--- config.mk ---
export PLATFORM = sky130hd
export DESIGN_NAME = isc_top
export DESIGN_NICKNAME = d
export VERILOG_FILES = /design/src/rtl/isc_pkg.sv /design/src/rtl/isc_sticky_bank.sv /design/src/rtl/isc_irq_gate.sv /design/src/rtl/isc_top.sv
export SDC_FILE = /design/constraint.sdc
export NUM_CORES = 1
export LEC_CHECK = 0
export CAP_MARGIN = 10
export CORE_AREA = 2 2 39 41
export CTS_CLUSTER_DIAMETER = 60
export DETAILED_ROUTE_END_ITERATION = 8
export DIE_AREA = 0 0 41 43
export GPL_ROUTABILITY_DRIVEN = 1
export PLACE_DENSITY = 0.79
export SYNTH_ARGS = -nofsm -noshare
export SYNTH_HDL_FRONTEND = slang
export SYNTH_HIERARCHICAL = 1
export SYNTH_SLANG_ARGS = --single-unit
--- constraint.sdc ---
create_clock -name clk -period 2.72 [get_ports clk]
set_input_delay 0.68 -clock clk [delete_from_list [all_inputs] [get_ports clk]]
set_output_delay 0.68 -clock clk [all_outputs]
set_load 0.1 [all_outputs]
--- src/rtl/isc_pkg.sv ---
package isc_pkg;
  localparam int SRC_W          = 8;
  localparam int CTRL_W         = 8;
  localparam int CTRL_EN_BIT    = 0;
  localparam int CTRL_RXONLY_BIT = 5;
  // receive-cell error classes: checksum, short cell, symbol error
  localparam logic [SRC_W-1:0] RX_CELL_SET = 8'h07;
endpackage

--- src/rtl/isc_sticky_bank.sv ---
module isc_sticky_bank #(
  parameter int W = 8
) (
  input  logic         clk,
  input  logic         rst_n,
  input  logic [W-1:0] evt_i,
  input  logic         clr_i,
  output logic [W-1:0] stat_q_o,
  output logic [W-1:0] stat_d_o
);
  logic [W-1:0] stat_q;
  logic [W-1:0] stat_d;

  for (genvar i = 0; i < W; i++) begin : g_bit
    always_comb begin
      // new event wins over a simultaneous clear
      stat_d[i] = evt_i[i] | (stat_q[i] & ~clr_i);
    end

    always_ff @(posedge clk or negedge rst_n) begin
      if (!rst_n) begin
        stat_q[i] <= 1'b0;
      end else if (evt_i[i] || clr_i) begin
        stat_q[i] <= stat_d[i];
      end
    end
  end

  assign stat_q_o = stat_q;
  assign stat_d_o = stat_d;
endmodule

--- src/rtl/isc_irq_gate.sv ---
module isc_irq_gate #(
  parameter int                W      = 8,
  parameter logic [W-1:0]      RX_SET = '1
) (
  input  logic         clk,
  input  logic         rst_n,
  input  logic [W-1:0] pend_d_i,
  input  logic [W-1:0] mask_i,
  input  logic         glb_en_i,
  input  logic         rx_only_i,
  output logic         irq_n_o
);
  logic [W-1:0] class_sel;
  logic [W-1:0] live;
  logic         irq_d;
  logic         irq_q;

  always_comb begin
    class_sel = rx_only_i ? RX_SET : {W{1'b1}};
    live      = pend_d_i & mask_i & class_sel;
    irq_d     = glb_en_i & (|live);
  end

  always_ff @(posedge clk or negedge rst_n) begin
    if (!rst_n) begin
      irq_q <= 1'b0;
    end else begin
      irq_q <= irq_d;
    end
  end

  assign irq_n_o = ~irq_q;
endmodule

--- src/rtl/isc_top.sv ---
module isc_top
  import isc_pkg::*;
(
  input  logic              clk,
  input  logic              rst_n,
  input  logic [SRC_W-1:0]  evt_i,
  input  logic [SRC_W-1:0]  irq_mask_i,
  input  logic [CTRL_W-1:0] ctrl_i,
  input  logic              stat_rd_i,
  output logic [SRC_W-1:0]  stat_o,
  output logic              irq_n_o
);
  logic [SRC_W-1:0] stat_q;
  logic [SRC_W-1:0] stat_d;

  isc_sticky_bank #(.W(SRC_W)) u_bank (
    .clk      (clk),
    .rst_n    (rst_n),
    .evt_i    (evt_i),
    .clr_i    (stat_rd_i),
    .stat_q_o (stat_q),
    .stat_d_o (stat_d)
  );

  isc_irq_gate #(.W(SRC_W), .RX_SET(RX_CELL_SET)) u_gate (
    .clk       (clk),
    .rst_n     (rst_n),
    .pend_d_i  (stat_d),
    .mask_i    (irq_mask_i),
    .glb_en_i  (ctrl_i[CTRL_EN_BIT]),
    .rx_only_i (ctrl_i[CTRL_RXONLY_BIT]),
    .irq_n_o   (irq_n_o)
  );

  assign stat_o = stat_q;
endmodule

; After elaboration in Yosys (flattened, before gate mapping)
; Index checks and enable logic that the tools add are counted.
[word_totals]
register_bits = 9
input_bits = 27
out_inout_bits = 9
elab_cells = 40
[op_classes]
mux = 1
bitwise_logic = 21
reduce_logical = 9
[op_table]
columns = cell, n
row1 = $and 8x8->8, 2
row2 = $and 1x1->1, 9
row3 = $logic_or 1x1->1, 8
row4 = $mux 8, 1
row5 = $or 1x1->1, 8
row6 = $reduce_or 8->1, 1
row7 = $not 1->1, 2

; Depth between registers and ports, before layout
; Gate-level depths: netlist of run 1.
[logic_depth]
ltp_word = 7
depth_mapped = 6
ltp_nobuf = 5

; Hierarchy
; The synthesis of run 1 kept the hierarchy.
[modules_own_cells]
columns = mod, n_inst, cells_each, area_each_um2, seq_area_each_um2
row1 = isc_sticky_bank, 1, 26, 342.8, 200.2
row2 = isc_irq_gate, 1, 7, 71.3, 25.0

; Worst setup path after synthesis of run 1
; OpenSTA, ideal clock, no wires.
[synth_timing]
path_type = register to register
from = register u_bank.stat_q[3], in the netlist u_bank/stat_q_o[3]
to = register u_gate.irq_q
setup_ns = 0.134
arrival_ns = 1.526
required_time_ns = 2.586
setup_slack_ns = 1.060
path_stages_with_launch = 5
path_buffers = 0
synth_period_minus_slack_ns = 1.660
path_cell_list = dfrtp_1 -> a21o_1 -> a222oi_1 -> a21o_1 -> a21boi_1
[synth_via]
elab_chain_cells = 6
[synth_rtl]
columns = element, line_no
row1 = start: declaration, isc_sticky_bank.sv:11  ; logic [W-1:0] stat_q;
row2 = start signal: indexed assignment, isc_sticky_bank.sv:24  ; stat_q[i] <= stat_d[i];
row3 = $and 1x1->1, isc_sticky_bank.sv:17  ; stat_d[i] = evt_i[i] | (stat_q[i] & ~clr_i);
row4 = $or 1x1->1, isc_sticky_bank.sv:17
row5 = net stat_d[3], isc_top.sv:14  ; logic [SRC_W-1:0] stat_d;
row6 = $and 8x8->8 (2 in series), isc_irq_gate.sv:20  ; live = pend_d_i & mask_i & class_sel;
row7 = $reduce_or 8->1, isc_irq_gate.sv:21  ; irq_d = glb_en_i & (|live);
row8 = $and 1x1->1, isc_irq_gate.sv:21
row9 = net u_gate.irq_d, isc_irq_gate.sv:15  ; logic irq_d;
row10 = end signal: assignment, isc_irq_gate.sv:28  ; irq_q <= irq_d;
row11 = end: declaration, isc_irq_gate.sv:16  ; logic irq_q;
; The timed path passes the listed nets, and every way through them passes these cells.
; A chain may end at the register's enable or synchronous reset.

; Worst setup path after layout of run 1
[layout_timing]
from = input stat_rd_i
to = register u_gate.irq_q
[layout_via]
elab_chain_cells = 7
word_cells_on_any_way = 21
classes_between = 20 x bitwise / 1 x reduce/logical
[layout_rtl]
columns = element, line_no
row1 = start: declaration, isc_top.sv:9  ; input logic stat_rd_i,
row2 = $not 1->1, isc_sticky_bank.sv:17
row3 = $and 1x1->1, isc_sticky_bank.sv:17
row4 = $or 1x1->1, isc_sticky_bank.sv:17
row5 = net stat_d[3], isc_top.sv:14
row6 = $and 8x8->8 (2 in series), isc_irq_gate.sv:20
row7 = $reduce_or 8->1, isc_irq_gate.sv:21
row8 = $and 1x1->1, isc_irq_gate.sv:21
row9 = net u_gate.irq_d, isc_irq_gate.sv:15
; The timed path passes the listed nets, and every way through them passes these cells.

==> results.json, run 1 <==
{
  "reg2reg_depth": 4,
  "synth_area_per_cell_um2": 12.5,
  "setup_viol": 0,
  "ys_seq_area_frac": 0.544,
  "min_path_cells": 1,
  "drt_wl_total_um": 945,
  "gr-total-overflow": 0,
  "track_usage": 0.143,
  "cp_common_cell": "a21o_1",
  "syn-instance-count": 33,
  "status": "completed",
  "switchingPower_mw": 0.146,
  "start_util": 0.299,
  "final_cells": 81,
  "pwr-share-seq": 0.377,
  "htreeDepth": 1,
  "min_to": "u_bank/stat_q_o[7]",
  "grt_setup_unrepaired": "false",
  "num_io_pins": 36,
  "finalHoldViolations": 0,
  "dpl.cell_count": 77,
  "crit_slowest_cell": "clkdlybuf4s50_1",
  "clockRootBuffer": "clkbuf_4",
  "netSwitchingFraction": 0.368,
  "ys.warnings.count": 6,
  "dieArea_um2": 1760,
  "final_nets": 93,
  "via_per_inst": 4.86,
  "antenna_cells_inserted": 0,
  "cts_buffers": 3,
  "drv_slew": 0,
  "synth_area_um2": 414,
  "fp.coreArea_um2": 1380,
  "cts.sink_count": 9,
  "synth.distinct_cells": 9,
  "leakagePower_nw": 0.343,
  "p_per_area_nw_per_um2": 554,
  "die_width_um": 41,
  "grt_max_degree": 17,
  "fin_crit_sh": 0.705,
  "ys_ff_latch": 9,
  "comb_power_share": 0.357,
  "slowest_delay_ns": 0.47,
  "max-clock-path-buffers": 2,
  "grt_pass1_wl_um": 1560,
  "period_minus_slack_ns": 1.92,
  "num_rows": 14,
  "timing.hold.ws_ns": 0.507,
  "min-delay-start": "u_bank/stat_q_o[7]",
  "max_freq_mhz": 521,
  "crit_family": "compound AO/OA/AOI/OAI gates",
  "first_pass_iters": 4,
  "r2r-start": "u_bank/stat_q_o[3]",
  "gp_congestion": 0.577,
  "cp-start-kind": "input port",
  "post_cts_buffers": 0,
  "dieHeight_um": 43,
  "synthToLayoutAreaGrowth_pct": 73.1,
  "ctsHoldBuffers": 0,
  "r2r_end": "u_gate/irq_q",
  "critPathKind": "input port to register",
  "drtIter0Drc": 5,
  "cts_tree": "yes",
  "slew_headroom": 0.737,
  "critPathBufInv": 2,
  "cts_resized": 0,
  "insertion_delay_ns": 0.27,
  "p_int_mw": 0.251,
  "final_antenna_net_count": 0,
  "finClkSkew_ns": 0.00225,
  "layout-drive-gt1-share": 0.292,
  "wl_per_cell_um": 11.7,
  "arrival_ns": 2.05,
  "worstSetupEndpointType": "register",
  "hold_class": "register to register",
  "power_mw": 0.397,
  "antenna_found_initial": 0,
  "power.share.clock": 0.266,
  "cts.reportedPaths.clkPinSlew_ns": 0.06,
  "fin_setup_tns_ns": 0,
  "grt_pass1_vias": 381,
  "ff2ff_setup_slack_ns": 1.41,
  "syn-num-nets": 60,
  "io_buffers": 29,
  "crit_fanout": 16,
  "required_ns": 2.86,
  "path_cells": "clkdlybuf4s50_1 -> inv_2 -> a21o_1 -> a222oi_1 -> a21o_1 -> a21boi_1",
  "dr_total_vias": 394,
  "route.detailed.drc": 0,
  "ir_drop_mv": 0.285,
  "max_cap_viol_count": 0,
  "tightest_slew_ns": 0.394
}
-- metal layers --
layer / routed length [µm] / part of all wire / up-vias / GRT usage
li1: - / - / 189 / -
met1: 325 / 0.34 / 182 / 0.146
met2: 504 / 0.53 / 18 / 0.209
met3: 93 / 0.098 / 5 / 0.0942
met4: 21 / 0.022 / 0 / 0.0800
met5: 0 / 0 / - / 0
-- power by group through the flow --
| stage | Combinational [mW] | Sequential (mW) | Clock [mW] |
|---|---|---|---|
| global route | 0.149 | 0.151 | 0.120 |
| floorplan | 0.0324 | 0.211 | 0 |
| global placement | 0.142 | 0.152 | 0 |
| CTS | 0.143 | 0.150 | 0.114 |
| finish | 0.142 | 0.150 | 0.106 |
| detailed placement | 0.143 | 0.152 | 0 |
-- cell usage after synthesis, drive strengths merged --
cell | instances | share of area
dfrtp | 9 | 0.54
inv | 2 | 0.018
buf | 1 | 0.027
a21boi | 1 | 0.018
a21o | 17 | 0.33
a22oi | 1 | 0.018
a222oi | 2 | 0.048
-- cells in the final DEF, fill, tap and decap left out, drive strengths merged --
cell	n
clkdlybuf4s50	20
a21o	17
buf	9
dfrtp	9
clkbuf	4
a222oi	2
inv	2
a22oi	1
a21boi	1
-- worst max path at each step --
stage / startpoint / to / slack [ns] / cells after the start
2_1_floorplan: u_bank/stat_q_o[3] / u_gate/irq_q / 1.06 / 4
3_3_place_gp: stat_rd_i / u_gate/irq_q / 0.52 / 6
3_5_place_dp: stat_rd_i / u_gate/irq_q / 0.50 / 6
4_1_cts: stat_rd_i / u_gate/irq_q / 0.80 / 6
5_1_grt: stat_rd_i / u_gate/irq_q / 0.75 / 6
6_report: stat_rd_i / u_gate/irq_q / 0.80 / 6
-- registers in the layout, summed over array words and instances (netlist names) --
signal,cells
u_bank/stat_q_o,8
u_gate/irq_q,1
-- worst reg2reg max path, delay by kind of cell, from the launching register on --
family	cells	cell delay [ns]
compound gates	4	0.79
flops	1	0.39
-- final cells by class --
type,instances,area (µm²)
Inverter,2,7.51
Tap cell,16,20.0
Fill cell,134,667
Clock buffer,4,26.3
Sequential cell,9,225
Multi-Input combinational cell,21,170
Timing Repair Buffer,29,268
-- kinds of logic after synthesis --
family,count (synthesis),share of synthesized area
buffers and inverters,3,0.0453
DFF,9,0.544
AOI/OAI and AO/OA,21,0.411
-- per-stage QoR --
step           instance area [µm²]  setup slack (ns)   util
3_5_place_dp                   691             0.505  0.499
4_1_cts                        717             0.797  0.518
5_1_grt                        717             0.748  0.518
2_1_floorplan                  414              1.06      -
6_report                       717             0.802  0.518
3_3_place_gp                   691             0.522  0.499
Power figures use the tool's default switching activity.
==> inputs of run 2 (changes only) <==
CORE_AREA = default   (was 2 2 39 41)
CORE_MARGIN = 2   (was default)
CORE_UTILIZATION = 29   (was default)
DIE_AREA = default   (was 0 0 41 43)
PLACE_DENSITY = 0.75   (was 0.79)
clock period = 2 ns   (was 2.72 ns; I/O delays follow)
==> results.json, run 2 (same netlist as run 1, synthesis figures left out) <==
{
  "grt_setup_unrepaired": "false",
  "fin_setup_tns_ns": 0,
  "cts_buffers": 3,
  "insertion_delay_ns": 0.25,
  "r2r_end": "u_gate/irq_q",
  "clockRootBuffer": "clkbuf_4",
  "leakagePower_nw": 0.399,
  "htreeDepth": 1,
  "r2r-start": "u_bank/stat_q_o[3]",
  "finalHoldViolations": 0,
  "drt_wl_total_um": 958,
  "via_per_inst": 4.85,
  "placed_area_um2": 817,
  "grt_pass1_vias": 437,
  "reg2reg_depth": 4,
  "layout-drive-gt1-share": 0.313,
  "mostFrequentLayoutCells": "clkdlybuf4s50_1 (20), a21o_1 (11), buf_12 (9), dfrtp_1 (9), a21o_2 (6)",
  "route.detailed.drc": 0,
  "period_minus_slack_ns": 1.65,
  "io_buffers": 29,
  "cts_tree": "yes",
  "ir_drop_mv": 0.393,
  "max_cap_viol_count": 0,
  "dieArea_um2": 1750,
  "num_io_pins": 36,
  "num-fill-cells": 107,
  "ctsHoldBuffers": 0,
  "cts_resized": 0,
  "finClkSkew_ns": 0.00240,
  "dr_total_vias": 398,
  "final_nets": 95,
  "critPathKind": "input port to register",
  "antenna_found_initial": 0,
  "fp.coreArea_um2": 1320,
  "status": "completed",
  "tightest_slew_ns": 0.412,
  "die_width_um": 41.8,
  "cts.sink_count": 9,
  "crit_fanout": 9,
  "arrival_ns": 1.77,
  "wl_per_cell_um": 11.7,
  "power_mw": 0.576,
  "start_util": 0.314,
  "grt_max_degree": 10,
  "dieHeight_um": 41.8,
  "crit_end": "u_gate/irq_q",
  "max_freq_mhz": 607,
  "required_ns": 2.13,
  "post_cts_buffers": 0,
  "hold_class": "input port to async pin",
  "ff2ff_setup_slack_ns": 0.71,
  "design_area_um2": 843,
  "cp-start-kind": "input port",
  "antenna_cells_inserted": 0,
  "fin_crit_sh": 0.823,
  "setup_viol": 0,
  "grt_pass1_wl_um": 1760,
  "gr-total-overflow": 0,
  "dp_hpwl_um": 838,
  "max-clock-path-buffers": 2,
  "slew_headroom": 0.724,
  "worstSetupEndpointType": "register",
  "gp_congestion": 0.683,
  "drv_slew": 0,
  "first_pass_iters": 4,
  "p_per_area_nw_per_um2": 683,
  "synthToLayoutAreaGrowth_pct": 104,
  "num_rows": 13,
  "track_usage": 0.130,
  "cts.reportedPaths.clkPinSlew_ns": 0.06,
  "largest_reg_flops": 8,
  "drtIter0Drc": 5,
  "crit_start": "stat_rd_i",
  "final_antenna_net_count": 0,
  "final_common_cell": "clkdlybuf4s50_1"
}
## run 2: final cells by class
| cell class | instances | area [µm²] | area share |
|---|---|---|---|
| Inverter | 2 | 7.51 | 0.00890 |
| Multi-Input combinational cell | 21 | 170 | 0.202 |
| Timing Repair Buffer | 31 | 395 | 0.469 |
| Sequential cell | 9 | 225 | 0.267 |
| Tap cell | 15 | 18.8 | 0.0223 |
| Clock buffer | 4 | 26.3 | 0.0312 |
## run 2: worst max-delay path, cell delays in order
cell and delay, ns:
clkdlybuf4s50_1 0.47, inv_2 0.08, buf_4 0.15, a21o_1 0.15, a222oi_1 0.33, a21boi_1 0.10
## run 2: routing by layer
layer / up-vias / global-route usage / share of wire
met5: - / 0 / 0
met4: 0 / 0.0387 / 0
met3: 0 / 0.0522 / 0.11
met2: 20 / 0.231 / 0.54
met1: 183 / 0.140 / 0.35
li1: 195 / - / -
## run 2: worst min-delay path by stage
stage	to	slack (ns)	cells past startpoint	startpoint
after floorplan	u_bank/stat_q_o[0]	0.20	0	rst_n
after global placement	u_bank/stat_q_o[0]	0.55	1	u_bank/stat_q_o[0]
after detailed placement	u_bank/stat_q_o[3]	0.56	1	u_bank/stat_q_o[3]
after CTS	u_bank/stat_q_o[1]	0.55	1	rst_n
after global routing	u_bank/stat_q_o[2]	0.56	1	rst_n
final	u_bank/stat_q_o[2]	0.54	1	rst_n
## run 2: report_power, final
part           leakage, nW  total, mW  switching (mW)  internal (mW)
combinational        0.286      0.229           0.125          0.104
clock               0.0150      0.137          0.0606         0.0767
sequential          0.0982      0.210          0.0150          0.195
total                0.399      0.576           0.200          0.376
## run 2: metrics by stage
stage / hold WS (ns) / setup WS (ns) / cells / util
final: 0.545 / 0.353 / 82 / 0.640
after global routing: 0.561 / 0.264 / 82 / 0.640
after CTS: 0.552 / 0.344 / 82 / 0.640
after detailed placement: 0.559 / 0.0715 / 78 / 0.620
after global placement: 0.546 / 0.0738 / 78 / 0.620
after floorplan: 0.204 / 0.340 / 33 / -
